$ cat config.mk
export PLATFORM = sky130hd
export DESIGN_NAME = i2c_start_qual
export DESIGN_NICKNAME = d
export VERILOG_FILES = /design/src/rtl/i2c_start_qual_pkg.sv /design/src/rtl/i2c_setup_reg.sv /design/src/rtl/i2c_fall_det.sv /design/src/rtl/i2c_qual_fsm.sv /design/src/rtl/i2c_start_qual.sv
export SDC_FILE = /design/constraint.sdc
export NUM_CORES = 1
export LEC_CHECK = 0
export CORE_ASPECT_RATIO = 1.25
export CORE_MARGIN = 1
export CORE_UTILIZATION = 51
export DETAILED_ROUTE_END_ITERATION = 6
export GPL_TIMING_DRIVEN = 1
export PLACE_DENSITY_LB_ADDON = 0.25
export SLEW_MARGIN = 0
export SYNTH_ARGS = -nofsm -noshare
export SYNTH_HDL_FRONTEND = slang
export SYNTH_SLANG_ARGS = --single-unit
$ cat constraint.sdc
create_clock -name clk -period 5.7 [get_ports clk]
set_clock_uncertainty 0.15 [all_clocks]
set_input_delay 1.14 -clock clk [delete_from_list [all_inputs] [get_ports clk]]
set_output_delay 1.14 -clock clk [all_outputs]
set_load 0.02 [all_outputs]
$ cat src/rtl/i2c_start_qual_pkg.sv
package i2c_start_qual_pkg;

    // Width of the run-length field of the setup register
    localparam int unsigned SMPL_W = 7;
    localparam int unsigned CFG_W  = SMPL_W + 1;

    typedef struct packed {
        logic              multi_en;
        logic [SMPL_W-1:0] run_len;
    } setup_t;

    typedef enum logic [1:0] {
        ST_IDLE   = 2'd0,
        ST_SAMPLE = 2'd1,
        ST_VALID  = 2'd2
    } qual_state_e;

endpackage

$ cat src/rtl/i2c_setup_reg.sv
module i2c_setup_reg
    import i2c_start_qual_pkg::*;
(
    input  logic   clk,
    input  logic   rst_n,
    input  logic   we,
    input  setup_t wdata,
    output setup_t q
);

    setup_t setup_d, setup_q;

    always_comb begin
        setup_d = setup_q;
        if (we) begin
            setup_d = wdata;
        end
    end

    always_ff @(posedge clk or negedge rst_n) begin
        if (!rst_n) begin
            setup_q <= '0;
        end else begin
            setup_q <= setup_d;
        end
    end

    assign q = setup_q;

endmodule

$ cat src/rtl/i2c_fall_det.sv
module i2c_fall_det (
    input  logic clk,
    input  logic rst_n,
    input  logic scl_i,
    input  logic sda_i,
    output logic cand_o
);

    logic sda_prev_d, sda_prev_q;

    always_comb begin
        sda_prev_d = sda_i;
        // SDA falls while SCL stays high
        cand_o     = sda_prev_q & ~sda_i & scl_i;
    end

    always_ff @(posedge clk or negedge rst_n) begin
        if (!rst_n) begin
            sda_prev_q <= 1'b1;   // idle bus reads high
        end else begin
            sda_prev_q <= sda_prev_d;
        end
    end

endmodule

$ cat src/rtl/i2c_qual_fsm.sv
module i2c_qual_fsm
    import i2c_start_qual_pkg::*;
(
    input  logic   clk,
    input  logic   rst_n,
    input  logic   cand_i,
    input  logic   scl_i,
    input  logic   sda_i,
    input  setup_t cfg_i,
    output logic   valid_o,
    output logic   reject_o
);

    typedef struct packed {
        qual_state_e       st;
        logic [SMPL_W-1:0] left;
        logic              rej;
    } fsm_t;

    fsm_t fsm_d, fsm_q;
    logic bus_ok;

    always_comb begin
        bus_ok    = ~sda_i & scl_i;
        fsm_d     = fsm_q;
        fsm_d.rej = 1'b0;
        unique case (fsm_q.st)
            ST_IDLE: begin
                if (cand_i) begin
                    fsm_d.st   = ST_SAMPLE;
                    fsm_d.left = cfg_i.multi_en ? cfg_i.run_len : '0;
                end
            end
            ST_SAMPLE: begin
                if (bus_ok) begin
                    if (fsm_q.left == '0) begin
                        fsm_d.st = ST_VALID;
                    end else begin
                        fsm_d.left = fsm_q.left - 1'b1;
                    end
                end else begin
                    fsm_d.st  = ST_IDLE;
                    fsm_d.rej = 1'b1;
                end
            end
            ST_VALID: begin
                fsm_d.st = ST_IDLE;
            end
            default: begin
                fsm_d.st = ST_IDLE;
            end
        endcase
    end

    always_ff @(posedge clk or negedge rst_n) begin
        if (!rst_n) begin
            fsm_q <= '{st: ST_IDLE, left: '0, rej: 1'b0};
        end else begin
            fsm_q <= fsm_d;
        end
    end

    assign valid_o  = (fsm_q.st == ST_VALID);
    assign reject_o = fsm_q.rej;

endmodule

$ cat src/rtl/i2c_start_qual.sv
module i2c_start_qual
    import i2c_start_qual_pkg::*;
(
    input  logic             clk,
    input  logic             rst_n,
    input  logic             scl_i,
    input  logic             sda_i,
    input  logic             cfg_we,
    input  logic [CFG_W-1:0] cfg_wdata,
    output logic [CFG_W-1:0] cfg_rdata,
    output logic             start_valid,
    output logic             start_rejected
);

    setup_t cfg_q;
    logic   cand;

    i2c_setup_reg u_setup (
        .clk   (clk),
        .rst_n (rst_n),
        .we    (cfg_we),
        .wdata (setup_t'(cfg_wdata)),
        .q     (cfg_q)
    );

    i2c_fall_det u_fall (
        .clk    (clk),
        .rst_n  (rst_n),
        .scl_i  (scl_i),
        .sda_i  (sda_i),
        .cand_o (cand)
    );

    i2c_qual_fsm u_fsm (
        .clk      (clk),
        .rst_n    (rst_n),
        .cand_i   (cand),
        .scl_i    (scl_i),
        .sda_i    (sda_i),
        .cfg_i    (cfg_q),
        .valid_o  (start_valid),
        .reject_o (start_rejected)
    );

    assign cfg_rdata = cfg_q;

endmodule

==> results.py <==
metrics = {
    "timing": {
        "hold_violations": 0,
        "setup_viol": 0,
        "rsz0062_at_grt": "false",
        "period_needed_ps": 2780,
        "tns_ps": 0,
        "max_slew_margin": 0.436,
        "slew_violations": 0,
        "setup_ws_ps": 2920,
        "tightest_slew_ps": 843,
        "fin_crit_sh": 0.487,
        "fmax_mhz": 360,
    },
    "synthesis": {
        "synth_top_area_frac": 0.487,
        "yosysWarnings": 0,
        "syn_inst": 83,
        "netlist_area_um2": 925,
        "syn_nets": 98,
        "synth-seq-cells": 19,
        "avgSynthCellArea_um2": 11.1,
        "synth-seq-area-share": 0.516,
        "netlist-cell-type-count": 30,
        "synth_top_area_cell": "dfrtp_1",
        "synth.area.top_cells": "dfrtp_1 49%, mux2_2 9.7%, dfstp_2 2.8%",
    },
    "run": {
        "maxCapViolations": 0,
    },
    "floorplanning": {
        "io_pins": 23,
        "die_w_um": 40.1,
        "die_area_um2": 1990,
        "die_h_um": 49.6,
        "start_util": 0.570,
        "num_rows": 16,
        "core_um2": 1620,
    },
    "placement": {
        "hpwlAfterDp_mm": 1.29,
        "dp.cells": 119,
        "port_buffers": 22,
        "place.gp.congestion": 0.797,
        "pre_cts_slack_ps": 2880,
    },
    "critical_path": {
        "path_delay_family": "buffers and inverters",
        "cp_cell_sequence": "clkdlybuf4s50_1",
        "path_buf_inv": 1,
        "reg2reg_depth": 6,
        "cp_slowest_cell": "clkdlybuf4s50_1",
        "crit_path_end": "cfg_rdata[7]",
        "cp_num_cells": 1,
        "ff2ff_setup_slack_ps": 3520,
        "r2r_start": "u_fsm.fsm_q[1]$_DFFE_PN0P_",
        "startpoint": "u_setup.q[7]$_DFFE_PN0P_",
        "crit_type": "flip-flop to primary output",
        "start_kind": "flip-flop",
        "required_ps": 4410,
        "r2r_end": "u_fsm.fsm_q[7]$_DFFE_PN0P_",
        "crit_fanout": 9,
        "crit_arrival_ps": 1490,
        "slowest_delay_ps": 660,
        "cp-end-kind": "primary output",
    },
    "power_and_ir_drop": {
        "vdd_drop_max_uv": 195,
        "powerDensity_nw_per_um2": 279,
        "leakage_uw": 0.000494,
        "power_uw": 326,
    },
    "routing": {
        "post-route-drc-count": 0,
        "drtIter0Drc": 11,
        "vias": 711,
        "wire_per_inst_um": 14.5,
        "drt-total-wl_mm": 1.79,
        "viasPerCell": 5.78,
        "dr.pass1.iters": 4,
        "antenna_left": 0,
    },
    "global_routing": {
        "grt-ovfl-total": 0,
        "antenna_found_initial": 0,
        "grt_use_total": 0.216,
        "grt_pass1_vias": 709,
        "grt_max_degree": 20,
        "grt_first_pass_wirelength_mm": 2.97,
    },
    "layout": {
        "areaGrowthSynthToFinish_pct": 26.7,
        "final_cells": 123,
        "drive_gt1_frac": 0.152,
        "diodes": 0,
        "layout.nets": 121,
    },
    "status": {
        "status": "completed",
    },
    "clock_tree": {
        "cts_sinks": 19,
        "clock_latency_ps": 320,
        "ctsRootBufferMaster": "clkbuf_4",
        "cts_buffers": 3,
        "clock_path_buffers": 2,
        "htreeDepth": 1,
        "cts_hold_buffers": 0,
        "path_clk_slew_ps": 110,
        "cts_tree": "yes",
        "post_cts_buffers": 0,
        "cts_resized": 0,
    },
    "hold_path": {
        "hold_class": "flip-flop to flip-flop",
        "hold_depth": 1,
    },
}
metrics by stage:
stage / util / hold slack, ps / area (µm²)
global route: 0.722 / 421 / 1170
CTS: 0.722 / 392 / 1170
global placement: 0.706 / 354 / 1140
detailed placement: 0.706 / 366 / 1140
finish: 0.722 / 395 / 1170
floorplan: - / 334 / 925
worst min path at each step:
| stage | from | endpoint | slack (ps) |
|---|---|---|---|
| 5_1_grt | u_fsm.fsm_q[7]$_DFFE_PN0P_ | u_fsm.fsm_q[7]$_DFFE_PN0P_ | 420 |
| 4_1_cts | u_fsm.fsm_q[7]$_DFFE_PN0P_ | u_fsm.fsm_q[7]$_DFFE_PN0P_ | 390 |
| 6_report | u_fsm.fsm_q[7]$_DFFE_PN0P_ | u_fsm.fsm_q[7]$_DFFE_PN0P_ | 400 |
| 3_5_place_dp | u_fsm.fsm_q[7]$_DFFE_PN0P_ | u_fsm.fsm_q[7]$_DFFE_PN0P_ | 370 |
| 2_1_floorplan | u_fsm.fsm_q[7]$_DFFE_PN0P_ | u_fsm.fsm_q[7]$_DFFE_PN0P_ | 330 |
| 3_3_place_gp | u_fsm.fsm_q[7]$_DFFE_PN0P_ | u_fsm.fsm_q[7]$_DFFE_PN0P_ | 350 |
registers in the layout, indices dropped and copies added (netlist names):
register	cells
u_fsm.reject_o	1
u_fall.sda_prev_q	1
u_fsm.fsm_q	9
u_setup.q	8
cell type report:
type / count / area (µm²)
Timing Repair Buffer: 22 / 220
Multi-Input combinational cell: 57 / 414
Tap cell: 18 / 22.5
Sequential cell: 19 / 477
Inverter: 3 / 11.3
Fill cell: 122 / 450
Clock buffer: 4 / 26.3
power breakdown:
part	total, µW	leakage (µW)	switching [µW]	internal [µW]
logic	83.2	0.000246	41.3	41.9
clock network	72.6	0.0000150	45.2	27.4
registers	171	0.000233	17.9	153
total	326	0.000494	104	222
cell usage after synthesis:
master,number
o21ai_0,5
ha_1,2
inv_1,3
dfrtp_1,18
nand3_1,2
nor3b_1,1
a32oi_1,2
and2_1,1
nand2b_1,3
o21a_1,2
o21ai_1,3
nor2b_1,2
clkbuf_1,3
nor3_1,3
o211ai_4,1
nand2_1,1
buf_6,1
mux2_2,8
nor2_1,7
or2_2,1
nor4_1,2
o21ba_1,1
o22a_1,1
dfstp_2,1
a311oi_1,1
a31oi_1,2
a211o_1,1
or3b_2,1
or4b_4,1
a21oi_1,3
routing by layer:
metal | part of all wire | vias to the layer above | wire [µm] | global-route usage
li1 | - | 346 | - | -
met1 | 0.42 | 341 | 750 | 0.269
met2 | 0.51 | 22 | 913 | 0.347
met3 | 0.049 | 2 | 88 | 0.0450
met4 | 0.019 | 0 | 34 | 0.0862
met5 | 0 | - | 0 | 0
kinds of logic (layout without fill, tap and decap cells):
group | after synthesis | after routing | share of synthesized area
muxes | 8 | 8 | 0.0974
AOI/OAI and AO/OA | 22 | 22 | 0.170
buffers and inverters | 7 | 29 | 0.0365
and+or+nand+nor | 25 | 25 | 0.153
adders and majority gates | 2 | 2 | 0.0271
DFF | 19 | 19 | 0.516
cell usage in the layout (no fill, tap or decap), drive strengths merged, types with 3 or more instances in the layout:
master	n
nand2b	3
clkdlybuf4s50	22
o21ai	8
clkbuf	4
nor3	3
a21oi	3
inv	3
mux2	8
dfrtp	18
nor2	7
Power figures use the tool's default switching activity.
